===== config.mk =====
export PLATFORM = sky130hd
export DESIGN_NAME = fp_s2h_narrow
export DESIGN_NICKNAME = d
export VERILOG_FILES = /design/src/rtl/fp_narrow_pkg.sv /design/src/rtl/fpn_classify.sv /design/src/rtl/fpn_nan_path.sv /design/src/rtl/fpn_round_path.sv /design/src/rtl/fp_s2h_narrow.sv
export SDC_FILE = /design/constraint.sdc
export NUM_CORES = 1
export LEC_CHECK = 0
export CAP_MARGIN = 30
export CORE_UTILIZATION = 46
export CTS_CLUSTER_SIZE = 25
export DETAILED_ROUTE_END_ITERATION = 10
export HOLD_SLACK_MARGIN = 0.15
export PLACE_DENSITY_LB_ADDON = 0.08
export SETUP_SLACK_MARGIN = 0.3
export SYNTH_ARGS = -nofsm -noshare
export SYNTH_HDL_FRONTEND = slang
export SYNTH_SLANG_ARGS = --single-unit

===== constraint.sdc =====
create_clock -name clk_i -period 1 [get_ports clk_i]
set_input_delay 0.2 -clock clk_i [delete_from_list [all_inputs] [get_ports clk_i]]
set_output_delay 0.2 -clock clk_i [all_outputs]
set_load 0.02 [all_outputs]

===== src/rtl/fp_narrow_pkg.sv =====
package fp_narrow_pkg;
  typedef enum logic [2:0] {
    CLS_ZERO,
    CLS_FINITE,
    CLS_INF,
    CLS_QNAN,
    CLS_SNAN
  } fp_cls_e;

  typedef struct packed {
    logic invalid;
    logic overflow;
    logic underflow;
    logic inexact;
  } fp_flags_t;
endpackage


===== src/rtl/fpn_classify.sv =====
module fpn_classify
  import fp_narrow_pkg::*;
#(
  parameter int EI = 8,
  parameter int FI = 23
) (
  input  logic [EI-1:0] exp_i,
  input  logic [FI-1:0] frac_i,
  output fp_cls_e       cls_o
);
  logic exp_max, exp_zero, frac_nz;

  assign exp_max  = &exp_i;
  assign exp_zero = ~|exp_i;
  assign frac_nz  = |frac_i;

  always_comb begin
    if (exp_max) begin
      if (!frac_nz)            cls_o = CLS_INF;
      else if (frac_i[FI-1])   cls_o = CLS_QNAN;
      else                     cls_o = CLS_SNAN;
    end else if (exp_zero && !frac_nz) begin
      cls_o = CLS_ZERO;
    end else begin
      cls_o = CLS_FINITE;
    end
  end
endmodule


===== src/rtl/fpn_nan_path.sv =====
module fpn_nan_path #(
  parameter int FI = 23,
  parameter int EO = 5,
  parameter int FO = 10
) (
  input  logic           sign_i,
  input  logic [FI-1:0]  frac_i,
  input  logic           dn_mode_i,
  output logic [EO+FO:0] res_o
);
  localparam int DROP = FI - FO;
  localparam logic [EO+FO:0] DNAN = {1'b0, {EO{1'b1}}, 1'b1, {(FO-1){1'b0}}};

  logic [DROP-1:0] unused_low;
  logic            unused_top;
  assign unused_low = frac_i[DROP-1:0];
  assign unused_top = frac_i[FI-1];

  // top fraction bit is replaced by a forced quiet bit
  assign res_o = dn_mode_i ? DNAN
                           : {sign_i, {EO{1'b1}}, 1'b1, frac_i[FI-2:DROP]};
endmodule


===== src/rtl/fpn_round_path.sv =====
module fpn_round_path #(
  parameter int EI = 8,
  parameter int FI = 23,
  parameter int EO = 5,
  parameter int FO = 10
) (
  input  logic [EI-1:0]    exp_i,
  input  logic [FI-1:0]    frac_i,
  output logic [EO+FO-1:0] mag_o,
  output logic             ovf_o,
  output logic             ufl_o,
  output logic             inx_o
);
  localparam int MW      = FI + 1;
  localparam int DROP    = FI - FO;
  localparam int BI      = (1 << (EI - 1)) - 1;
  localparam int BO      = (1 << (EO - 1)) - 1;
  localparam int EW      = EI + 2;
  localparam int EMIN    = 1 - BO;
  localparam int SHR_CAP = MW + 1;
  localparam int SW      = $clog2(SHR_CAP + 1);
  localparam int MAGW    = EO + FO;

  logic signed [EW-1:0] e_unb, e_bias, deficit;
  logic [MW-1:0]        mant;
  logic [SW-1:0]        shr;
  logic [2*MW-1:0]      wide;
  logic                 tiny, big;

  // input subnormals get the leading one too: they sit far below the half
  // range, so it only feeds the sticky bit
  assign mant   = {1'b1, frac_i};
  assign e_unb  = $signed({2'b00, exp_i}) - $signed(EW'(BI));
  assign e_bias = e_unb + $signed(EW'(BO));
  assign tiny   = e_unb < $signed(EW'(EMIN));
  assign big    = e_unb > $signed(EW'(BO));

  always_comb begin
    deficit = $signed(EW'(EMIN)) - e_unb;
    if (deficit > $signed(EW'(SHR_CAP - DROP))) shr = SW'(SHR_CAP);
    else                                        shr = SW'(DROP) + SW'(deficit);
  end

  assign wide = {mant, {MW{1'b0}}} >> shr;

  logic [MAGW-1:0] pre;
  logic            lsb, grd, stk, rnd, sat;
  logic [MAGW:0]   sum;

  always_comb begin
    if (tiny) begin
      pre = wide[MW +: MAGW];
      lsb = wide[MW];
      grd = wide[MW-1];
      stk = |wide[MW-2:0];
    end else begin
      pre = {e_bias[EO-1:0], frac_i[FI-1:DROP]};
      lsb = frac_i[DROP];
      grd = frac_i[DROP-1];
      stk = |frac_i[DROP-2:0];
    end
  end

  assign rnd = grd & (lsb | stk);
  // carry out of the fraction lands in the exponent field
  assign sum = {1'b0, pre} + (MAGW+1)'(rnd);
  assign sat = big | sum[MAGW] | (&sum[MAGW-1:FO]);

  assign mag_o = sat ? {{EO{1'b1}}, {FO{1'b0}}} : sum[MAGW-1:0];
  assign ovf_o = sat;
  assign inx_o = grd | stk | sat;
  assign ufl_o = tiny & (grd | stk);

  logic [2*MW-1-MW-MAGW:0] unused_wide;
  logic [EW-1-EO:0]        unused_ebias;
  assign unused_wide  = wide[2*MW-1:MW+MAGW];
  assign unused_ebias = e_bias[EW-1:EO];
endmodule


===== src/rtl/fp_s2h_narrow.sv =====
module fp_s2h_narrow
  import fp_narrow_pkg::*;
#(
  parameter int EI = 8,
  parameter int FI = 23,
  parameter int EO = 5,
  parameter int FO = 10
) (
  input  logic             clk_i,
  input  logic             rst_ni,
  input  logic             valid_i,
  input  logic [EI+FI:0]   op_i,
  input  logic             dn_mode_i,
  output logic             valid_o,
  output logic [EO+FO:0]   res_o,
  output logic             invalid_o,
  output logic             overflow_o,
  output logic             underflow_o,
  output logic             inexact_o
);
  localparam int IW = 1 + EI + FI;
  localparam int OW = 1 + EO + FO;
  localparam logic [OW-1:0] DNAN = {1'b0, {EO{1'b1}}, 1'b1, {(FO-1){1'b0}}};
  localparam logic [OW-2:0] INF_MAG = {{EO{1'b1}}, {FO{1'b0}}};

  logic          sign;
  logic [EI-1:0] exp_f;
  logic [FI-1:0] frac_f;
  assign sign   = op_i[IW-1];
  assign exp_f  = op_i[IW-2:FI];
  assign frac_f = op_i[FI-1:0];

  fp_cls_e       cls;
  logic [OW-1:0] nan_res;
  logic [OW-2:0] fin_mag;
  logic          fin_ovf, fin_ufl, fin_inx;
  logic          in_nan;

  fpn_classify #(.EI(EI), .FI(FI)) u_cls (
    .exp_i (exp_f),
    .frac_i(frac_f),
    .cls_o (cls)
  );

  fpn_nan_path #(.FI(FI), .EO(EO), .FO(FO)) u_nan (
    .sign_i   (sign),
    .frac_i   (frac_f),
    .dn_mode_i(dn_mode_i),
    .res_o    (nan_res)
  );

  fpn_round_path #(.EI(EI), .FI(FI), .EO(EO), .FO(FO)) u_rnd (
    .exp_i (exp_f),
    .frac_i(frac_f),
    .mag_o (fin_mag),
    .ovf_o (fin_ovf),
    .ufl_o (fin_ufl),
    .inx_o (fin_inx)
  );

  assign in_nan = (cls == CLS_QNAN) || (cls == CLS_SNAN);

  logic [OW-1:0] res_d;
  fp_flags_t     flg_d, flg_q;

  always_comb begin
    flg_d = '0;
    unique case (cls)
      CLS_ZERO: res_d = {sign, {(OW-1){1'b0}}};
      CLS_INF:  res_d = {sign, INF_MAG};
      CLS_QNAN: res_d = nan_res;
      CLS_SNAN: begin
        res_d         = nan_res;
        flg_d.invalid = 1'b1;
      end
      default: begin
        res_d           = {sign, fin_mag};
        flg_d.overflow  = fin_ovf;
        flg_d.underflow = fin_ufl;
        flg_d.inexact   = fin_inx;
      end
    endcase
  end

  always_ff @(posedge clk_i or negedge rst_ni) begin
    if (!rst_ni) begin
      valid_o <= 1'b0;
      res_o   <= '0;
      flg_q   <= '0;
    end else begin
      valid_o <= valid_i;
      if (valid_i) begin
        res_o <= res_d;
        flg_q <= flg_d;
      end
    end
  end

  assign invalid_o   = flg_q.invalid;
  assign overflow_o  = flg_q.overflow;
  assign underflow_o = flg_q.underflow;
  assign inexact_o   = flg_q.inexact;

  AST_VALID_LATENCY: assert property (@(posedge clk_i) disable iff (!rst_ni)
    valid_i |=> valid_o);
  AST_NO_SPURIOUS_VALID: assert property (@(posedge clk_i) disable iff (!rst_ni)
    !valid_i |=> !valid_o);
  AST_RESULT_HOLD: assert property (@(posedge clk_i) disable iff (!rst_ni)
    !valid_i |=> $stable(res_o));
  AST_DEFAULT_NAN: assert property (@(posedge clk_i) disable iff (!rst_ni)
    valid_i && dn_mode_i && in_nan |=> res_o == DNAN);
  AST_QUIET_NAN_OUT: assert property (@(posedge clk_i) disable iff (!rst_ni)
    valid_i && !dn_mode_i && in_nan |=> res_o[FO-1] && (&res_o[OW-2:FO]));
  AST_SIGN_KEPT: assert property (@(posedge clk_i) disable iff (!rst_ni)
    valid_i && !(dn_mode_i && in_nan) |=> res_o[OW-1] == $past(op_i[IW-1]));
  AST_OVF_IS_INF: assert property (@(posedge clk_i) disable iff (!rst_ni)
    valid_o && overflow_o |-> inexact_o && res_o[OW-2:0] == INF_MAG);
  AST_UFL_INEXACT: assert property (@(posedge clk_i) disable iff (!rst_ni)
    valid_o && underflow_o |-> inexact_o);
  AST_INVALID_NAN_ONLY: assert property (@(posedge clk_i) disable iff (!rst_ni)
    valid_i && !in_nan |=> !invalid_o);
endmodule


==> results of run 1 <==
stage by stage:
stage,hold WS [ns],instances
finish,0.256,1099
global route,0.269,1099
CTS,0.273,1089
detailed placement,0.466,1039
global placement,0.463,1039
floorplan,-0.0956,675
cells in the mapped netlist, types with 10 or more instances:
master                     number
sky130_fd_sc_hd__nor3_1        30
sky130_fd_sc_hd__dfrtp_1       21
sky130_fd_sc_hd__clkbuf_1      37
sky130_fd_sc_hd__nand4_1       10
sky130_fd_sc_hd__nand3_1       21
sky130_fd_sc_hd__nor2_1        63
sky130_fd_sc_hd__a22oi_1       14
sky130_fd_sc_hd__inv_1         15
sky130_fd_sc_hd__xnor2_1       13
sky130_fd_sc_hd__o21ai_0       47
sky130_fd_sc_hd__a31oi_1       15
sky130_fd_sc_hd__mux2i_1       13
sky130_fd_sc_hd__buf_2         12
sky130_fd_sc_hd__nand2_1       72
sky130_fd_sc_hd__a21oi_1       34
sky130_fd_sc_hd__or3_1         12
critical path, stage by stage:
cell and delay [ns]:
sky130_fd_sc_hd__buf_6 0.11, sky130_fd_sc_hd__ha_4 0.19, sky130_fd_sc_hd__or2_4 0.26, sky130_fd_sc_hd__a2111oi_4 0.44, sky130_fd_sc_hd__o211ai_1 0.18, sky130_fd_sc_hd__a32o_2 0.33
sky130_fd_sc_hd__buf_6 0.14, sky130_fd_sc_hd__and3_4 0.17, sky130_fd_sc_hd__buf_4 0.17, sky130_fd_sc_hd__o311ai_1 0.42, sky130_fd_sc_hd__buf_4 0.20, sky130_fd_sc_hd__a21oi_2 0.07
sky130_fd_sc_hd__a211oi_2 0.53, sky130_fd_sc_hd__o21bai_4 0.30, sky130_fd_sc_hd__nor3b_4 0.09, sky130_fd_sc_hd__buf_4 0.17, sky130_fd_sc_hd__and3_4 0.16, sky130_fd_sc_hd__nor4_4 0.27
sky130_fd_sc_hd__a221oi_4 0.07, sky130_fd_sc_hd__buf_4 0.17, sky130_fd_sc_hd__buf_16 0.13, sky130_fd_sc_hd__o31ai_4 0.30
repair_timing:
item                       CTS  global route
gates resized for setup    289            27
setup endpoints to repair   41            42
buffers inserted            45             9
pin swaps                   58            16
cloned                       1             0
per-layer routing:
| metal | track usage (%) | vias up | routed length (um) |
|---|---|---|---|
| li1 | - | 3159 | - |
| met1 | 55.7 | 3458 | 9200 |
| met2 | 72.9 | 808 | 11400 |
| met3 | 10.1 | 300 | 4130 |
| met4 | 29.0 | 0 | 2640 |
| met5 | 0 | - | 0 |
cell families (layout without fill, tap and decap cells):
family          after synthesis  count (layout)  synth area share [%]
mux                          18              18                  4.16
xor+xnor                     23              23                  4.85
flops                        21              21                  11.1
simple gates                282             282                  30.4
fa+ha+maj                     5               5                  1.32
buf+inv                      80             371                  8.09
compound gates              246             246                  40.1
power by group through the flow:
stage	Clock, mW	Combinational (mW)	Sequential [mW]
after floorplan	0	2.33	1.21
after global placement	0	4.68	1.05
after detailed placement	0	4.73	1.06
after CTS	0.601	5.34	1.07
after global routing	0.668	6.18	1.10
final	0.631	6.02	1.09
flip-flops by register name (all words and copies together), names as in the netlist:
signal	count
underflow_o	1
overflow_o	1
res_o	16
inexact_o	1
valid_o	1
invalid_o	1
cells in the final DEF (no fill, tap or decap), drive strengths merged, types with 10 or more instances in the layout:
cell type and count:
and2 11, a22oi 15, mux2i 13, dlygate4sd2 25, dfrtp 21, a21oi 36
o31ai 17, inv 14, buf 320, nor2 66, a31oi 17, xnor2 14
or3 12, nand2 72, nand3 21, nor3 31, o21ai 53, nand4 10
layout make-up:
class / count / share of cell area (%)
Sequential cell: 21 / 6.30
Tap cell: 133 / 2.00
Clock buffer: 3 / 0.495
Multi-Input combinational cell: 574 / 54.7
Inverter: 15 / 0.720
Timing Repair Buffer: 352 / 35.8
Clock inverter: 1 / 0.0600
worst paths after layout:
| path | start | to | slack, ns | cells after the start |
|---|---|---|---|---|
| worst max register to register | res_o[7] | res_o[7] | -0.28 | 3 |
| worst max-delay path | op_i[24] | res_o[7] | -3.90 | 22 |
| worst min-delay path | rst_ni | res_o[6] | 0.26 | 2 |
| max in group asynchronous | rst_ni | invalid_o | 0.56 | 2 |
| worst min register to register | overflow_o | overflow_o | 0.52 | 1 |
| min in group clk_i | op_i[31] | res_o[15] | 0.51 | 3 |
==> metrics.md, run 1 <==
| Metric | Value |
|---|---|
| Run status | finished, violations left |
| Violated checks | DRC, setup timing |
| Async S/R FF share, synth | 100% |
| Floorplan die area | 10700 um2 |
| First-pass iteration count of the detailed router | 11 |
| DRT antenna net count | 0 |
| Min Tclk post-route | 4.90 ns |
| Ports | 57 |
| Routed len/inst | 24.9 um |
| Unique cell type count in the Yosys netlist | 98 |
| Total Nets Final | 1008 |
| Clock root buffer master | sky130_fd_sc_hd__clkbuf_8 |
| Number of failing setup endpoints in the final timing report | 40 |
| Worst Hold Class | in -> async |
| Clock-pin slew of the registers on the worst-case setup and hold paths | 0.10 ns |
| Total GRT Usage | 45.7% |
| Tcrit/Tclk final | 490% |
| Number of fill cells | 587 |
| Minimum setup slack in the final design | -3.90 ns |
| DRC marker count from the first detailed-route iteration | 1186 |
| Worst-path maximum fanout | 7 |
| Switching power share of the total | 48.4% |
| Worst-Skew Late Latency | 0.27 ns |
| Die Wd | 104 um |
| Max frequency | 204 MHz |
| Measured slew at the worst slew-check pin | 0.635 ns |
| Clock tree from TritonCTS | done |
| Post-route cell area | 8340 um2 |
| Initial antenna violation count | 0 |
| Antenna diodes | 0 |
| Max clock buf depth | 2 |
| Starting density of the core | 47.9% |
| TritonCTS sink count | 21 |
| Critical path class | in -> reg |
| Internal portion of total power | 3.99 mW |
| CP Capture Type | flop |
| RD Place Congestion | 1.02 |
| Logic gate share of total power | 77.8% |
| Total Wirelength | 27.4 mm |
| Number of synthesized flops with an enable pin | 0 |
| Unrepaired setup endpoints after global routing | true |
| Fin Setup TNS | -67.47 ns |
| Headroom to the max-slew limit | 57.6% |
| Average via count per standard cell | 7.03 |
| Total CTS buffers | 3 |
| VDD IR max | 0.000957 V |
| Top cell type's share of synthesized area | 11.1% |
| Final Core Density | 84.2% |
| Maxcap violations | 0 |
| Final Max Slew Viols | 0 |
| DPL Wire Length | 17.2 mm |
| Arrival time reported for the critical path endpoint | 5.06 ns |
| Power per cell area | 928 nW/um2 |
| Synth warnings | 0 |
| Standard-cell row count | 36 |
| Clock share of power | 8.2% |
| Hold-fix buffers, CTS | 0 |
| Worst Clk Skew | 0 ns |
| Power spent charging and discharging nets | 3.75 mW |
| Port buffer count | 56 |
| Sequential-to-total area share from yosys stat | 11.1% |
| Flops & latches, synth | 21 |
| Number of global-route vias before repair | 7304 |
| Overall power after layout | 7.74 mW |
| Static power due to leakage | 3.63 nW |
| Worst setup slack before clock tree synthesis | -4.15 ns |
| Hold Violations, Final | 0 |
| Placed Instance Area | 7140 um2 |
| Sequential fraction of design power | 14.1% |
| Maximum level of the CTS H-tree | 1 |
| Die Y-Extent | 104 um |
| Number of nets in the synthesized netlist | 716 |
| Post-synthesis area per instance | 7.03 um2 |
| Most used DFF post-synth | sky130_fd_sc_hd__dfrtp_1 |
| Area Overhead vs Synth | 75.7% |
| Floorplan Core Area | 9910 um2 |
| Count of vias placed by the detailed router | 7725 |
| Area occupied by multi-input gates | 4560 um2 |
| Main area contributors after synthesis | sky130_fd_sc_hd__dfrtp_1 (11%), sky130_fd_sc_hd__nand2_1 (5.7%), sky130_fd_sc_hd__nor2_1 (5.0%), sky130_fd_sc_hd__o21ai_0 (5.0%), sky130_fd_sc_hd__a21oi_1 (3.6%) |
| Remaining global-route overflow | 0 |
| Critical Path RT | 1.16 ns |
| Largest net degree at the start of global routing | 45 |
| Count of mapped cells out of synthesis | 675 |
| Seq. cell area | 526 um2 |
| Wire length of the first global-routing pass | 38.9 mm |
| Library cell with the largest summed area after synthesis | sky130_fd_sc_hd__dfrtp_1 |
| Fraction of final layout cells with drive strength greater than 1 | 47.9% |
| Startpoint type of the worst setup path | input pin |
| Syn Std Cell Area | 4750 um2 |
| Drt drc | 7 |
No activity file was read; power rests on OpenSTA's default activity.
==> inputs of run 2 (changes only) <==
- CORE_MARGIN: default -> 3
- CORE_UTILIZATION: 46 -> 55
- MAX_ROUTING_LAYER: default -> met4
==> metrics.md, run 2 <==
| Metric | Value |
|---|---|
| Run status | stopped before the end |
| Stage where the flow stopped | clock tree synthesis |
| Halt Reason | [ERROR DPL-0033] detailed placement checks failed during check placement. |
| Number of nets in the synthesized netlist | 716 |
| TritonCTS sink count | 21 |
| Number of synthesized flops with an enable pin | 0 |
| Standard-cell row count | 33 |
| Die Wd | 98.9 um |
| Starting density of the core | 57.2% |
| Clock root buffer master | sky130_fd_sc_hd__clkbuf_8 |
| Synth warnings | 0 |
| Most used DFF post-synth | sky130_fd_sc_hd__dfrtp_1 |
| Ports | 57 |
| Top cell type's share of synthesized area | 11.1% |
| Library cell with the largest summed area after synthesis | sky130_fd_sc_hd__dfrtp_1 |
| Flops & latches, synth | 21 |
| Sequential-to-total area share from yosys stat | 11.1% |
| Post-synthesis area per instance | 7.03 um2 |
| Total CTS buffers | 3 |
| Syn Std Cell Area | 4750 um2 |
| Maximum level of the CTS H-tree | 1 |
| Count of mapped cells out of synthesis | 675 |
| Hold-fix buffers, CTS | 0 |
| Async S/R FF share, synth | 100% |
| Resized Gates After CTS | 299 |
| Commonest cells in the netlist | sky130_fd_sc_hd__nand2_1 (72), sky130_fd_sc_hd__nor2_1 (63), sky130_fd_sc_hd__o21ai_0 (47) |
| Main area contributors after synthesis | sky130_fd_sc_hd__dfrtp_1 (11%), sky130_fd_sc_hd__nand2_1 (5.7%), sky130_fd_sc_hd__nor2_1 (5.0%), sky130_fd_sc_hd__o21ai_0 (5.0%), sky130_fd_sc_hd__a21oi_1 (3.6%) |
| Cell with the most instances after synthesis | sky130_fd_sc_hd__nand2_1 |
| RD Place Congestion | 1.25 |
| Port buffer count | 56 |
| Die Y-Extent | 98.9 um |
| DPL Wire Length | 16.1 mm |
| Unique cell type count in the Yosys netlist | 98 |
| Number of setup buffers added after CTS | 74 |
| Max clock buf depth | 2 |
==> run 2: cells by family after synthesis <==
| group | Yosys count | share of synthesized area (%) |
|---|---|---|
| DFF | 21 | 11.1 |
| and+or+nand+nor | 282 | 30.4 |
| AOI/OAI and AO/OA | 246 | 40.1 |
| muxes | 18 | 4.16 |
| buffers and inverters | 80 | 8.09 |
| xor gates and xnor gates | 23 | 4.85 |
| adders and majority gates | 5 | 1.32 |
==> run 2: through the flow <==
| stage | TNS [ns] | cells | worst slack, ns | area, um2 | utilization (%) |
|---|---|---|---|---|---|
| 3_3_place_gp | -74.79 | 997 | -3.98 | 6990 | 84.2 |
| 2_1_floorplan | -57.26 | 675 | -3.34 | 4910 | - |
| 3_5_place_dp | -77.73 | 997 | -4.18 | 6990 | 84.2 |
==> inputs of run 3 (changes only) <==
- CORE_UTILIZATION: 55 -> 40
- CTS_CLUSTER_SIZE: 25 -> default
- HOLD_SLACK_MARGIN: 0.15 -> default
- MAX_ROUTING_LAYER: met4 -> default
- PLACE_DENSITY_LB_ADDON: 0.08 -> 0.15
- SETUP_SLACK_MARGIN: 0.3 -> default
==> metrics.md, run 3 (synthesized netlist as in run 1, its figures left out) <==
| Metric | Value |
|---|---|
| Total GRT Usage | 35.9% |
| Antenna diodes | 0 |
| RD Place Congestion | 1.03 |
| Area Overhead vs Synth | 76.9% |
| Worst-Skew Late Latency | 0.27 ns |
| Power per cell area | 930 nW/um2 |
| Run status | finished, violations left |
| Number of failing setup endpoints in the final timing report | 30 |
| Critical Path Slowest Stage Cell | sky130_fd_sc_hd__a2111oi_4 |
| Average via count per standard cell | 6.41 |
| Total Nets Final | 1012 |
| Measured slew at the worst slew-check pin | 0.502 ns |
| TritonCTS sink count | 21 |
| Tcrit/Tclk final | 433% |
| Wire length of the first global-routing pass | 37.6 mm |
| Worst Clk Skew | 0 ns |
| Flip-flop count of the largest register, all copies and words added | 16 |
| Final Max Slew Viols | 0 |
| CP Capture Type | flop |
| Floorplan Core Area | 11500 um2 |
| Cell occurring most often along the worst timing path | sky130_fd_sc_hd__buf_6 |
| Static power due to leakage | 3.66 nW |
| Fraction of final layout cells with drive strength greater than 1 | 47.7% |
| Clock tree from TritonCTS | done |
| Cell Chain, Critical Path | buf_6 > ha_4 > or2_4 > a2111oi_4 > o211ai_1 > a32o_2 > a31oi_4 > buf_12 > o32ai_4 > o32ai_2 > mux2i_1 > or2_1 > nor2_1 > ha_2 > buf_6 > nand2b_4 > nor3_2 > mux2i_1 > a31o_4 > a221oi_4 > buf_6 > o31ai_4 |
| Fin Setup TNS | -59.73 ns |
| Source of the critical timing path | op_i[24] |
| Clock-pin slew of the registers on the worst-case setup and hold paths | 0.06 ns |
| Starting density of the core | 41.2% |
| DRC marker count from the first detailed-route iteration | 639 |
| Min Tclk post-route | 4.33 ns |
| First-pass iteration count of the detailed router | 6 |
| Remaining global-route overflow | 0 |
| Register with the highest flop count | res_o |
| Clock root buffer master | sky130_fd_sc_hd__clkbuf_16 |
| Placed Instance Area | 7080 um2 |
| Number of global-route vias before repair | 6856 |
| Floorplan die area | 13200 um2 |
| Headroom to the max-slew limit | 66.2% |
| Worst Hold Class | in -> async |
| Max frequency | 231 MHz |
| Number of fill cells | 933 |
| Worst-path maximum fanout | 6 |
| Hold-fix buffers, CTS | 0 |
| Max clock buf depth | 2 |
| Hold Violations, Final | 0 |
| Launch point of the worst reg-to-reg path | res_o[7] |
| Violated checks | setup timing |
| Total CTS buffers | 3 |
| VDD IR max | 0.000834 V |
| Arrival time reported for the critical path endpoint | 4.47 ns |
| Unrepaired setup endpoints after global routing | true |
| Drt drc | 0 |
| Count of vias placed by the detailed router | 7134 |
| Port buffer count | 56 |
| Startpoint type of the worst setup path | input pin |
| Initial antenna violation count | 0 |
| Critical Path RT | 1.14 ns |
| DRT antenna net count | 0 |
| Area occupied by multi-input gates | 4530 um2 |
| Maximum level of the CTS H-tree | 1 |
| Die Y-Extent | 115 um |
| Most common cell after layout, fill and taps aside | sky130_fd_sc_hd__buf_4 |
| Ports | 57 |
| Most frequent cells in the layout | sky130_fd_sc_hd__buf_4 (253), sky130_fd_sc_hd__nand2_1 (69), sky130_fd_sc_hd__buf_6 (61) |
| Routed len/inst | 22.1 um |
| Die Wd | 115 um |
| Minimum setup slack in the final design | -3.33 ns |
| DPL Wire Length | 17.3 mm |
| Critical path class | in -> reg |
| Seq. cell area | 526 um2 |
| Post-route cell area | 8400 um2 |
| Total Wirelength | 24.6 mm |
| Largest net degree at the start of global routing | 44 |
| Crit-path max cell delay | 0.36 ns |
| Standard-cell row count | 39 |
| Maxcap violations | 0 |
-- run 3: repair_timing --
action / in CTS / in global routing
buffers inserted: 52 / 18
pin swaps: 45 / 42
setup endpoints to repair: 41 / 40
gates cloned: 1 / 0
gates resized for setup: 254 / 61
-- run 3: metrics by stage --
step,hold slack [ns],setup WS (ns),std cells,power (mW),utilization (%)
2_1_floorplan,-0.0956,-3.34,675,3.54,-
3_3_place_gp,0.464,-3.95,1041,5.72,61.5
3_5_place_dp,0.477,-4.05,1041,5.77,61.5
4_1_cts,0.297,-3.22,1098,7.33,70.0
5_1_grt,0.306,-3.59,1113,8.17,72.9
6_report,0.291,-3.33,1113,7.81,72.9
-- run 3: area by class of cell --
type	count	share of cell area, %
flip-flops and latches	21	6.26
inverters	15	0.715
well taps	143	2.13
clock buffers	3	0.894
multi-input cells	574	53.9
clock inverters	1	0.0596
repair buffers	356	36.0
-- run 3: routing by layer --
metal | part of all wire, % | global-route usage (%) | up-vias | wire (um)
met3 | 8.6 | 5.16 | 138 | 2130
met2 | 45 | 57.0 | 470 | 11100
li1 | - | - | 3164 | -
met1 | 40 | 47.8 | 3362 | 9760
met4 | 6.3 | 17.4 | 0 | 1560
met5 | 0 | 0 | - | 0
-- run 3: path summary, 6_finish.rpt --
kind                          endpoint  slack, ns  depth (start not counted)
max in group asynchronous  underflow_o       0.56                          2
hold reg to reg              invalid_o       0.52                          2
hold / removal                res_o[3]       0.29                          2
min in group clk_i           invalid_o       0.52                          2
setup / recovery              res_o[7]      -3.33                         22
setup reg to reg              res_o[7]      -0.05                          3
-- run 3: power breakdown --
group | internal, mW | switching [mW] | leakage (nW)
sequential | 0.974 | 0.101 | 0.256
combinational | 2.80 | 3.03 | 3.37
clock | 0.540 | 0.364 | 0.0409
total | 4.31 | 3.50 | 3.66
-- run 3: critical path, delay by kind of cell --
family,cells,cell delay (ns)
AOI/OAI and AO/OA,9,2.16
muxes,2,0.27
buffers and inverters,4,0.58
and+or+nand+nor,5,0.83
adders and majority gates,2,0.40
==> inputs of run 4 (changes only) <==
- SLEW_MARGIN: default -> 25
==> metrics.md, run 4 (synthesized netlist as in run 1, its figures left out) <==
| Metric | Value |
|---|---|
| Unrepaired setup endpoints after global routing | true |
| Total Wirelength | 24.4 mm |
| Ports | 57 |
| Critical path class | in -> reg |
| Clock-pin slew of the registers on the worst-case setup and hold paths | 0.06 ns |
| Port buffer count | 56 |
| Most common cell after layout, fill and taps aside | sky130_fd_sc_hd__buf_4 |
| First-pass iteration count of the detailed router | 5 |
| VDD IR max | 0.000832 V |
| Worst-path maximum fanout | 6 |
| Number of global-route vias before repair | 6856 |
| Seq. cell area | 526 um2 |
| Max clock buf depth | 2 |
| Min Tclk post-route | 4.34 ns |
| Static power due to leakage | 3.65 nW |
| Worst-Skew Late Latency | 0.27 ns |
| Number of fill cells | 933 |
| Clock root buffer master | sky130_fd_sc_hd__clkbuf_16 |
| Fin Setup TNS | -59.92 ns |
| Maxcap violations | 0 |
| Violated checks | setup timing |
| TritonCTS sink count | 21 |
| Average via count per standard cell | 6.36 |
| Register with the highest flop count | res_o |
| Largest net degree at the start of global routing | 44 |
| Number of standard cells in the final layout excluding fillers | 1111 |
| Most frequent cells in the layout | sky130_fd_sc_hd__buf_4 (252), sky130_fd_sc_hd__nand2_1 (69), sky130_fd_sc_hd__buf_6 (61) |
| Worst Hold Class | in -> async |
| Clock tree from TritonCTS | done |
| Die Wd | 115 um |
| Area occupied by multi-input gates | 4530 um2 |
| Routed len/inst | 21.9 um |
| Tcrit/Tclk final | 434% |
| Max frequency | 231 MHz |
| Standard-cell row count | 39 |
| Arrival time reported for the critical path endpoint | 4.48 ns |
| Remaining global-route overflow | 0 |
| Hold-fix buffers, CTS | 0 |
| Wire length of the first global-routing pass | 37.6 mm |
| Worst setup slack before clock tree synthesis | -4.05 ns |
| Initial antenna violation count | 0 |
| Minimum setup slack in the final design | -3.34 ns |
| Starting density of the core | 41.2% |
| Hold Violations, Final | 0 |
| CP Capture Type | flop |
| DPL Wire Length | 17.3 mm |
| Total GRT Usage | 35.9% |
| Total CTS buffers | 3 |
| Floorplan Core Area | 11500 um2 |
| Drt drc | 0 |
| Die Y-Extent | 115 um |
| Overall power after layout | 7.80 mW |
| Power per cell area | 929 nW/um2 |
| Flip-flop count of the largest register, all copies and words added | 16 |
| Headroom to the max-slew limit | 58.8% |
| Worst Clk Skew | 0 ns |
| Total Nets Final | 1010 |
| Floorplan die area | 13200 um2 |
| Count of vias placed by the detailed router | 7066 |
| Worst Hold Slack | 0.289 ns |
| DRC marker count from the first detailed-route iteration | 634 |
| Critical Path RT | 1.14 ns |
| Cell count after placement | 1041 |
| Startpoint type of the worst setup path | input pin |
| RD Place Congestion | 1.03 |
| Measured slew at the worst slew-check pin | 0.615 ns |
| Number of failing setup endpoints in the final timing report | 32 |
| Run status | finished, violations left |
| Maximum level of the CTS H-tree | 1 |
| Area Overhead vs Synth | 76.7% |
| DRT antenna net count | 0 |
| Antenna diodes | 0 |
| Final Max Slew Viols | 0 |
| Fraction of final layout cells with drive strength greater than 1 | 47.7% |
[run 4: timing repair]
action                     in CTS  in global routing
pin swaps                      45                 42
setup buffers                  52                 17
setup endpoints to repair      41                 40
gates cloned                    1                  0
gates resized for setup       254                 61
[run 4: layout make-up]
| type | count | share of cell area, % |
|---|---|---|
| clock buffers | 3 | 0.895 |
| clock inverters | 1 | 0.0596 |
| inverters | 15 | 0.716 |
| multi-input cells | 574 | 54.0 |
| flip-flops and latches | 21 | 6.26 |
| well taps | 143 | 2.13 |
| repair buffers | 354 | 35.9 |
[run 4: path summary, 6_finish.rpt]
| path | cells past startpoint | slack, ns | to | startpoint |
|---|---|---|---|---|
| min | 2 | 0.29 | res_o[3] | rst_ni |
| max | 22 | -3.34 | res_o[7] | op_i[24] |
| max reg2reg | 3 | -0.05 | res_o[7] | res_o[7] |
| min reg2reg | 2 | 0.52 | invalid_o | invalid_o |
| min in group clk_i | 2 | 0.52 | invalid_o | invalid_o |
| max in group asynchronous | 2 | 0.56 | res_o[12] | rst_ni |
[run 4: critical path, stage by stage]
cell,delay [ns]
sky130_fd_sc_hd__buf_6,0.11
sky130_fd_sc_hd__ha_4,0.18
sky130_fd_sc_hd__or2_4,0.27
sky130_fd_sc_hd__a2111oi_4,0.36
sky130_fd_sc_hd__o211ai_1,0.15
sky130_fd_sc_hd__a32o_2,0.36
sky130_fd_sc_hd__a31oi_4,0.26
sky130_fd_sc_hd__buf_12,0.15
sky130_fd_sc_hd__o32ai_4,0.07
sky130_fd_sc_hd__o32ai_2,0.34
sky130_fd_sc_hd__mux2i_1,0.18
sky130_fd_sc_hd__or2_1,0.29
sky130_fd_sc_hd__nor2_1,0.13
sky130_fd_sc_hd__ha_2,0.22
sky130_fd_sc_hd__buf_6,0.11
sky130_fd_sc_hd__nand2b_4,0.05
sky130_fd_sc_hd__nor3_2,0.09
sky130_fd_sc_hd__mux2i_1,0.10
sky130_fd_sc_hd__a31o_4,0.25
sky130_fd_sc_hd__a221oi_4,0.30
sky130_fd_sc_hd__buf_6,0.21
sky130_fd_sc_hd__o31ai_4,0.08
[run 4: per-stage QoR]
| step | instance area [um2] | util, % |
|---|---|---|
| after floorplan | 4910 | - |
| after global placement | 7080 | 61.5 |
| after detailed placement | 7080 | 61.5 |
| after CTS | 8070 | 70.0 |
| after global routing | 8390 | 72.9 |
| final | 8390 | 72.9 |
[run 4: power breakdown]
part / switching, mW / leakage, nW / total, mW / internal, mW
Clock: 0.367 / 0.0409 / 0.907 / 0.540
Sequential: 0.100 / 0.256 / 1.07 / 0.974
Combinational: 3.02 / 3.36 / 5.82 / 2.79
[run 4: layer usage]
metal	GRT usage (%)	wire, um	vias up
li1	-	-	3156
met1	47.8	9730	3367
met2	57.0	11100	421
met3	5.16	2030	122
met4	17.4	1510	0
met5	0	0	-
